$ cat config.mk
export PLATFORM = sky130hd
export DESIGN_NAME = tag_reduce
export DESIGN_NICKNAME = d
export VERILOG_FILES = /design/src/rtl/tag_reduce_pkg.sv /design/src/rtl/tag_reduce_tree.sv /design/src/rtl/tag_reduce_serial.sv /design/src/rtl/tag_reduce.sv
export SDC_FILE = /design/constraint.sdc
export NUM_CORES = 2
export LEC_CHECK = 0
export BUFFER_PORTS_ARGS = -buffer_cell sky130_fd_sc_hd__buf_2
export CAP_MARGIN = 10
export CORE_MARGIN = 2
export CORE_UTILIZATION = 60
export CTS_BUF_LIST = sky130_fd_sc_hd__clkbuf_8
export CTS_CLUSTER_DIAMETER = 100
export DETAILED_ROUTE_END_ITERATION = 12
export PLACE_DENSITY = 0.8
export SLEW_MARGIN = 20
export SYNTH_ARGS = -nofsm -noshare
export SYNTH_HDL_FRONTEND = slang
export SYNTH_HIERARCHICAL = 1
export SYNTH_SLANG_ARGS = --single-unit
$ cat constraint.sdc
create_clock -name clk_i -period 7.4 [get_ports clk_i]
set_input_delay 1.48 -clock clk_i [delete_from_list [all_inputs] [get_ports clk_i]]
set_output_delay 1.48 -clock clk_i [all_outputs]
set_load 0.1 [all_outputs]
$ cat src/rtl/tag_reduce_pkg.sv
package tag_reduce_pkg;
  typedef enum logic {
    MODE_TREE   = 1'b0,
    MODE_SERIAL = 1'b1
  } mode_e;
endpackage

$ cat src/rtl/tag_reduce_tree.sv
module tag_reduce_tree #(
  parameter int LANES  = 16,
  parameter int PROD_W = 16,
  parameter int SUM_W  = 20,
  parameter int LBL_W  = 16
) (
  input  logic                    clk_i,
  input  logic                    rst_ni,
  input  logic                    in_valid_i,
  input  logic [LBL_W-1:0]        label_i,
  input  logic [LANES*PROD_W-1:0] prod_i,
  input  logic [LANES-1:0]        tag_i,
  output logic                    out_valid_o,
  output logic [LBL_W-1:0]        out_label_o,
  output logic signed [SUM_W-1:0] out_sum_o
);
  localparam int STAGES = $clog2(LANES);
  localparam int NODES  = LANES - 1;
  localparam int FIRST  = LANES/2 - 1;  // first node fed by leaves

  logic signed [SUM_W-1:0] leaf [LANES];
  logic signed [SUM_W-1:0] node [NODES];
  logic [STAGES-1:0]       vld_q;
  logic [LBL_W-1:0]        lbl_q [STAGES];

  // masked, sign-extended leaves
  always_comb begin
    for (int i = 0; i < LANES; i++) begin
      logic [PROD_W-1:0] p;
      p = prod_i[i*PROD_W +: PROD_W];
      leaf[i] = tag_i[i] ? {{(SUM_W-PROD_W){p[PROD_W-1]}}, p} : '0;
    end
  end

  // heap layout: node n has children 2n+1 and 2n+2
  for (genvar n = 0; n < NODES; n++) begin : g_node
    if (n >= FIRST) begin : g_leafsum
      always_ff @(posedge clk_i or negedge rst_ni)
        if (!rst_ni) node[n] <= '0;
        else         node[n] <= leaf[2*n+1-NODES] + leaf[2*n+2-NODES];
    end else begin : g_nodesum
      always_ff @(posedge clk_i or negedge rst_ni)
        if (!rst_ni) node[n] <= '0;
        else         node[n] <= node[2*n+1] + node[2*n+2];
    end
  end

  always_ff @(posedge clk_i or negedge rst_ni) begin
    if (!rst_ni) begin
      vld_q <= '0;
      for (int s = 0; s < STAGES; s++) lbl_q[s] <= '0;
    end else begin
      vld_q[0] <= in_valid_i;
      lbl_q[0] <= label_i;
      for (int s = 1; s < STAGES; s++) begin
        vld_q[s] <= vld_q[s-1];
        lbl_q[s] <= lbl_q[s-1];
      end
    end
  end

  assign out_valid_o = vld_q[STAGES-1];
  assign out_label_o = lbl_q[STAGES-1];
  assign out_sum_o   = node[0];

  logic lvl1_zero;
  always_comb begin
    lvl1_zero = 1'b1;
    for (int n = FIRST; n < NODES; n++)
      if (node[n] != '0) lvl1_zero = 1'b0;
  end

  AST_UNTAGGED_ZERO: assert property (@(posedge clk_i) disable iff (!rst_ni)
    (in_valid_i && tag_i == '0) |=> lvl1_zero);
endmodule

$ cat src/rtl/tag_reduce_serial.sv
module tag_reduce_serial #(
  parameter int LANES  = 16,
  parameter int PROD_W = 16,
  parameter int SUM_W  = 20,
  parameter int LBL_W  = 16
) (
  input  logic                    clk_i,
  input  logic                    rst_ni,
  input  logic                    start_i,
  input  logic [LBL_W-1:0]        label_i,
  input  logic [LANES*PROD_W-1:0] prod_i,
  input  logic [LANES-1:0]        tag_i,
  output logic                    busy_o,
  output logic                    out_valid_o,
  output logic [LBL_W-1:0]        out_label_o,
  output logic signed [SUM_W-1:0] out_sum_o
);
  localparam int IDX_W = $clog2(LANES);

  logic                    busy_q, vld_q;
  logic [LANES-1:0]        mask_q, mask_nxt;
  logic [LANES*PROD_W-1:0] prod_q;
  logic signed [SUM_W-1:0] acc_q, acc_nxt, sum_q;
  logic [LBL_W-1:0]        lbl_q;
  logic [IDX_W-1:0]        idx;
  logic [PROD_W-1:0]       pick;

  // lowest set bit of remaining mask
  always_comb begin
    idx = '0;
    for (int i = LANES-1; i >= 0; i--)
      if (mask_q[i]) idx = IDX_W'(i);
  end

  always_comb begin
    pick     = prod_q[idx*PROD_W +: PROD_W];
    mask_nxt = mask_q;
    acc_nxt  = acc_q;
    if (mask_q != '0) begin
      mask_nxt[idx] = 1'b0;
      acc_nxt = acc_q + {{(SUM_W-PROD_W){pick[PROD_W-1]}}, pick};
    end
  end

  always_ff @(posedge clk_i or negedge rst_ni) begin
    if (!rst_ni) begin
      busy_q <= 1'b0;
      vld_q  <= 1'b0;
      mask_q <= '0;
      prod_q <= '0;
      acc_q  <= '0;
      sum_q  <= '0;
      lbl_q  <= '0;
    end else begin
      vld_q <= 1'b0;
      if (start_i) begin
        busy_q <= 1'b1;
        mask_q <= tag_i;
        prod_q <= prod_i;
        acc_q  <= '0;
        lbl_q  <= label_i;
      end else if (busy_q) begin
        mask_q <= mask_nxt;
        acc_q  <= acc_nxt;
        if (mask_nxt == '0) begin
          busy_q <= 1'b0;
          vld_q  <= 1'b1;
          sum_q  <= acc_nxt;
        end
      end
    end
  end

  assign busy_o      = busy_q;
  assign out_valid_o = vld_q;
  assign out_label_o = lbl_q;
  assign out_sum_o   = sum_q;

  AST_ONE_LANE_PER_CYCLE: assert property (@(posedge clk_i) disable iff (!rst_ni)
    (busy_q && !start_i && mask_q != '0) |=> ($countones(mask_q) == $countones($past(mask_q)) - 1));
  AST_EMPTY_DONE: assert property (@(posedge clk_i) disable iff (!rst_ni)
    (busy_q && !start_i && mask_q == '0) |=> (out_valid_o && out_sum_o == '0));
  AST_NO_EARLY_RESULT: assert property (@(posedge clk_i) disable iff (!rst_ni)
    start_i |=> !out_valid_o);
endmodule

$ cat src/rtl/tag_reduce.sv
module tag_reduce
  import tag_reduce_pkg::*;
#(
  parameter int LANES  = 16,
  parameter int PROD_W = 16,
  parameter int SUM_W  = PROD_W + $clog2(LANES),
  parameter int LBL_W  = 16
) (
  input  logic                    clk_i,
  input  logic                    rst_ni,
  input  logic                    serial_mode_i,
  input  logic                    start_i,
  input  logic [LBL_W-1:0]        label_i,
  input  logic [LANES*PROD_W-1:0] prod_i,
  input  logic [LANES-1:0]        tag_i,
  output logic                    ready_o,
  output logic                    res_valid_o,
  output logic [LBL_W-1:0]        res_label_o,
  output logic [SUM_W-1:0]        res_sum_o
);
  mode_e mode;
  logic  tree_go, ser_go, ser_busy;
  logic  tree_vld, ser_vld;
  logic [LBL_W-1:0]        tree_lbl, ser_lbl;
  logic signed [SUM_W-1:0] tree_sum, ser_sum;

  assign mode    = mode_e'(serial_mode_i);
  assign ready_o = !(mode == MODE_SERIAL && ser_busy);
  assign tree_go = start_i && mode == MODE_TREE;
  assign ser_go  = start_i && mode == MODE_SERIAL && !ser_busy;

  tag_reduce_tree #(
    .LANES(LANES), .PROD_W(PROD_W), .SUM_W(SUM_W), .LBL_W(LBL_W)
  ) u_tree (
    .clk_i       (clk_i),
    .rst_ni      (rst_ni),
    .in_valid_i  (tree_go),
    .label_i     (label_i),
    .prod_i      (prod_i),
    .tag_i       (tag_i),
    .out_valid_o (tree_vld),
    .out_label_o (tree_lbl),
    .out_sum_o   (tree_sum)
  );

  tag_reduce_serial #(
    .LANES(LANES), .PROD_W(PROD_W), .SUM_W(SUM_W), .LBL_W(LBL_W)
  ) u_serial (
    .clk_i       (clk_i),
    .rst_ni      (rst_ni),
    .start_i     (ser_go),
    .label_i     (label_i),
    .prod_i      (prod_i),
    .tag_i       (tag_i),
    .busy_o      (ser_busy),
    .out_valid_o (ser_vld),
    .out_label_o (ser_lbl),
    .out_sum_o   (ser_sum)
  );

  assign res_valid_o = (mode == MODE_SERIAL) ? ser_vld : tree_vld;
  assign res_label_o = (mode == MODE_SERIAL) ? ser_lbl : tree_lbl;
  assign res_sum_o   = (mode == MODE_SERIAL) ? ser_sum : tree_sum;

  AST_REFUSE_WHILE_BUSY: assert property (@(posedge clk_i) disable iff (!rst_ni)
    (serial_mode_i && start_i && ready_o) |=> !ready_o);
  AST_SERIAL_QUIET_BUSY: assert property (@(posedge clk_i) disable iff (!rst_ni)
    (serial_mode_i && !ready_o && $stable(serial_mode_i)) |-> !res_valid_o);
endmodule

# [Word level (Yosys, flattened, before mapping)]
# Cells that the tools add are included.
[totals] in_bits=292 out_inout_bits=38 word_cells=110 reg_bits=698
[classes] reduce_logical=11 shift=1 bitwise=4 n_mux=49 n_addsub=16 n_lt_le_gt_ge=2
[op_table] operator="$mux W20" n=20
[op_table] operator="$add A20 B20 Y20" n=16
[op_table] operator="$shiftx A256 B9 Y16" n=1
[op_table] operator="$mux W16" n=4
[op_table] operator="$mux W4" n=16
[op_table] operator="$and A16 B16 Y16" n=1
[op_table] operator="$logic_not A16 Y1" n=1
[op_table] operator="$not A16 Y16" n=1
[op_table] operator="$reduce_bool A16 Y1" n=1
[op_table] operator="$mux W1" n=8
[op_table] operator="$logic_and A1 B1 Y1" n=5
[op_table] operator="$lt A4 B5 Y1 const B" n=1
[op_table] operator="$demux W1 S4" n=1
[op_table] operator="$ge A4 B1 Y1 const B" n=1
[op_table] operator="$reduce_and A3 Y1" n=1
[op_table] operator="$logic_not A1 Y1" n=2
[op_table] operator="$not A1 Y1" n=2
[op_table] operator="$reduce_bool A2 Y1" n=1

# [Longest topological paths before layout]
[depth] word_depth=27 ltp_mapped=23 depth_no_buf=21

# [Hierarchy]
# The synthesis kept the hierarchy.
[by_module_without_submodules] module="tag_reduce_tree" instances=1 seq_area_each_um2=9208.8 cells_per_inst=2308 area_each_um2=23382.4
[by_module_without_submodules] module="tag_reduce_serial" instances=1 seq_area_each_um2=8257.9 cells_per_inst=1537 area_each_um2=16111.7
[by_module_without_submodules] module="tag_reduce" instances=1 seq_area_each_um2=0.0 cells_per_inst=44 area_each_um2=480.5

# [Least setup slack after synthesis]
# No wires, ideal clock.
[synth_timing] path_type="reg-to-reg" start="register u_serial.mask_q[3]" end="register u_serial.acc_q[19]" synth_period_minus_slack_ps=4516 t_required_ps=7322 n_path_buf=2 t_arrival_ps=4438 stages_incl_launch_ff=21 setup_slack_ps=2884 setup_time_ps=78 path_cell_list="dfrtp_1 or4_1 o211a_1 buf_4 o21ai_4 clkbuf_1 nand2_1 and3_1 a31oi_1 o22ai_1 a221oi_1 ha_1 a21o_1 a21o_1 nor3_1 nand3_1 a21oi_1 o31ai_1 nor3b_1 or4_1 a21oi_1"
[synth_via] elab_chain_cells=9 elab_cells_between_ends=10 classes_between="1 x add/sub; 1 x shift; 7 x mux; 1 x reduce/logical"
[synth_rtl] item="start: declaration" line_no="tag_reduce_serial.sv:21" source="logic [LANES-1:0] mask_q, mask_nxt;"
[synth_rtl] item="start signal: assignment" line_no="tag_reduce_serial.sv:58" source="mask_q <= tag_i;"
[synth_rtl] item="start signal: assignment" line_no="tag_reduce_serial.sv:63" source="mask_q <= mask_nxt;"
[synth_rtl] item="$mux W4 (4 in series)" line_no="tag_reduce_serial.sv:32" source="if (mask_q[i]) idx = IDX_W'(i);"
[synth_rtl] item="$shiftx A256 B9 Y16" line_no="tag_reduce_serial.sv:36" source="pick = prod_q[idx*PROD_W +: PROD_W];"
[synth_rtl] item="$add A20 B20 Y20" line_no="tag_reduce_serial.sv:41" source="acc_nxt = acc_q + {{(SUM_W-PROD_W){pick[PROD_W-1]}}, pick};"
[synth_rtl] item="$mux W20 *" line_no="tag_reduce_serial.sv:39" source="if (mask_q != '0) begin"
[synth_rtl] item="$mux W20 *" line_no="tag_reduce_serial.sv:62" source="end else if (busy_q) begin"
[synth_rtl] item="$mux W20 *" line_no="tag_reduce_serial.sv:56" source="if (start_i) begin"
[synth_rtl] item="end signal: assignment" line_no="tag_reduce_serial.sv:64" source="acc_q <= acc_nxt;"
[synth_rtl] item="end: declaration" line_no="tag_reduce_serial.sv:23" source="logic signed [SUM_W-1:0] acc_q, acc_nxt, sum_q;"
# Mark *: on every way between the ends. The rest lies on a longest branch, timed or not. The select of a mux whose other input is x is not followed.
# A chain may end at the register's enable or synchronous reset.

# [Worst setup path after layout]
[layout_timing] start="register u_serial.mask_q[3]" end="register u_serial.acc_q[18]"
# Same word-level chain as after synthesis.

==> flow_summary.ini <==
[synthesis]
synth_edf_count = 0
syn_inst = 3889
avgSynthCellArea_um2 = 10.3
yosysMostFrequentCell = dfrtp_1
ys.flop_type = dfrtp_1
netlist_area_um2 = 40000
async_flop_share_pct = 100
yosys_warnings = 6
synth_fp_nets = 4477
ys_seq_area_share_pct = 43.7
synth_seq_cells = 698
synth_common_cells = dfrtp_1 (698), nand2_1 (397), mux2_2 (309)
netlist.area_leader.share_pct = 43.7
synth.largest_area_cell = dfrtp_1
synth.top_cells.by_area = dfrtp_1 (44%), ha_1 (8.8%), mux2_2 (8.7%), and2_1 (4.2%), nand2_1 (3.7%)
ys_types = 86

[global_route]
grt_max_degree = 204
grt_pass1_wl_mm = 170
grt_pass1_vias = 29900
met2_usage_pct = 48.6
antenna_found_initial = 15
overflow = 0
grtUsageTotal_pct = 32.5
top_usage_layer = met2
use_met3_pct = 5.44
grt.met1_usage_pct = 46.8

[finish]
multi_input_area_um2 = 21400
layout-drive-gt1-share_pct = 20.6
fillers = 5090
ff_latch_area_um2 = 17500
nets = 4783
utilization_pct = 67.9
area_delta_synth_final_pct = 11.9
finalNonFillerCells = 5159

[run]
cap_violations = 0

[sta]
clock.fmax_ghz = 0.173
setup_slack_ps = 1630
fin_crit_ps = 5770
relSlewSlack_pct = 22.6
hold_viol_final = 0
fin_crit_sh_pct = 78.0
finalSetupViolCount = 0
slew_viol_final = 0
setup_tns_ps = 0
rsz0062_at_grt = false
skew_ps = 54.6
worst_pin_slew_ps = 1160

[worst_setup_path]
cp_max_fo = 37
worstSetupPathType = flip-flop to flip-flop
end_kind = flip-flop
worst-endpoint-arrival_ps = 6420
slowest_stage = o21ai_4
cp_num_buf_inv = 2
crit_required_ps = 8050
critPathLaunchType = flip-flop
worstPathCellList = or4_1 -> o211a_4 -> o21ai_4 -> buf_12 -> nand2_1 -> and3_1 -> a31oi_1 -> o22ai_1 -> a221oi_1 -> ha_1 -> inv_1 -> fa_1 -> nor2b_1 -> o21a_1 -> o21ai_0 -> a21oi_1 -> a211o_1 -> nand4_1 -> mux2i_1 -> nor2_1 -> a211oi_1
crit_path_max_incr_delay_ps = 700
r2r_slack_ps = 1630
critPathTopFamily = compound AO/OA/AOI/OAI gates
rr_worst_depth = 21
crit_cells = 21

[die]
io_pins = 330
fp.dieArea_um2 = 68700
initial_core_util_pct = 60.7
die_x_um = 262
rows = 94
fp.dieH_um = 262
core_area_um2 = 65900

[cts]
clkTransAtPathRegs_ps = 70
ctsHoldBuffers = 0
cts_tree = done
htree_levels = 3
clock_latency_ps = 740
cts_made_buffers = 114
clockBufferDepth = 3
cts_num_sinks = 698
post_cts_resized = 0
cts_setup_buffers = 0
cts-root-buf = clkbuf_8

[drt]
route.detailed.drc = 0
route.vias.total = 31500
drt-pass1-iter-count = 5
wl_per_cell_um = 21.8
final_antenna_net_count = 1
routed_wl_mm = 112
via_per_inst = 6.11
dr.first_iter.drc_count = 2991

[placement]
hpwlAfterDp_mm = 85.4
place.gp.congestion = 0.986
place_inst = 4943
place_ws_ps = 1710
io_buffers = 329

[outcome]
status = finished, violations left
violations = antenna violations

[hold_path]
hold_depth = 0
hold_path_class = flip-flop to flip-flop

[power_and_ir_drop]
p_per_area_nw_per_um2 = 502
peakVddDrop_v = 0.000396
cellLeakagePower_nw = 21.0
-- cell usage in the layout, fill, tap and decap left out, types with 106 or more instances in the layout --
| cell | synthesis | final |
|---|---|---|
| clkbuf_8 | 0 | 142 |
| a21o_1 | 109 | 108 |
| o21ai_0 | 143 | 143 |
| nor2_1 | 175 | 175 |
| inv_1 | 82 | 106 |
| and2_1 | 266 | 266 |
| dfrtp_1 | 698 | 698 |
| a21oi_1 | 209 | 208 |
| xnor2_1 | 141 | 141 |
| nand2_1 | 397 | 396 |
| mux2_2 | 309 | 309 |
| ha_1 | 280 | 280 |
| buf_2 | 10 | 328 |
-- layout make-up --
| cell class | count | area share [%] |
|---|---|---|
| Multi-Input combinational cell | 2941 | 47.9 |
| Sequential cell | 698 | 39.1 |
| Clock buffer | 142 | 4.37 |
| Timing Repair Buffer | 353 | 4.28 |
| Tap cell | 864 | 2.42 |
| Clock inverter | 58 | 1.14 |
| Inverter | 87 | 0.730 |
| Antenna cell | 16 | 0.0895 |
-- kinds of logic after synthesis --
group,count (synthesis),share of synthesized area (%)
adder cells (fa/ha/maj),296,9.57
flip-flops,698,43.7
buffers and inverters,250,2.82
XOR/XNOR,227,4.97
AND/OR/NAND/NOR,1224,15.3
multiplexers,319,8.95
AO/OA/AOI/OAI,875,14.7
-- routing by layer --
layer | vias to the layer above | share of wire, %
li1 | 14500 | -
met1 | 15400 | 44
met2 | 1372 | 44
met3 | 227 | 8.2
met4 | 0 | 4.3
met5 | - | 0
-- worst paths after layout --
path                                                    end                            from
min reg2reg                u_tree/out_label_o[14]$_DFF_PN0_      u_tree/lbl_q[30]$_DFF_PN0_
max reg2reg                  u_serial/acc_q[18]$_DFFE_PN0P_  u_serial/mask_q[3]$_DFFE_PN0P_
min                        u_tree/out_label_o[14]$_DFF_PN0_      u_tree/lbl_q[30]$_DFF_PN0_
max in group asynchronous        u_tree/node[140]$_DFF_PN0_                          rst_ni
max                          u_serial/acc_q[18]$_DFFE_PN0P_  u_serial/mask_q[3]$_DFFE_PN0P_
min in group asynchronous    u_serial/acc_q[18]$_DFFE_PN0P_                          rst_ni
-- worst register-to-register path: stages, from the launching register on --
cell	delay (ps)
dfrtp_1	470
or4_1	650
o211a_4	430
o21ai_4	710
buf_12	300
nand2_1	100
and3_1	160
a31oi_1	220
o22ai_1	130
a221oi_1	260
ha_1	250
inv_1	60
fa_1	410
nor2b_1	140
o21a_1	170
o21ai_0	140
a21oi_1	250
a211o_1	240
nand4_1	130
mux2i_1	210
nor2_1	60
a211oi_1	220
-- state kept, by name (all words and copies together) (netlist names) --
register and flops:
u_tree/lbl_q 48, u_tree/vld_q 4, u_serial/prod_q 256, u_serial/out_label_o 16, u_serial/out_valid_o 1, u_serial/busy_o 1, u_serial/acc_q 20, u_tree/out_sum_o 20
u_tree/node 280, u_serial/out_sum_o 20, u_tree/out_label_o 16, u_serial/mask_q 16
-- per-stage QoR --
stage / hold WS, ps / area [um^2] / power [mW]
global placement: 331 / 42200 / 18.4
detailed placement: 335 / 42200 / 18.6
floorplan: 331 / 40000 / 15.1
global route: 350 / 44700 / 23.9
finish: 343 / 44700 / 22.5
CTS: 347 / 44700 / 22.3
-- where the power goes --
part / internal (mW) / switching, mW / total [mW]
Clock: 1.99 / 1.60 / 3.59
Combinational: 4.73 / 7.74 / 12.5
Sequential: 5.34 / 1.05 / 6.39
(Power assumes the default switching activity.)
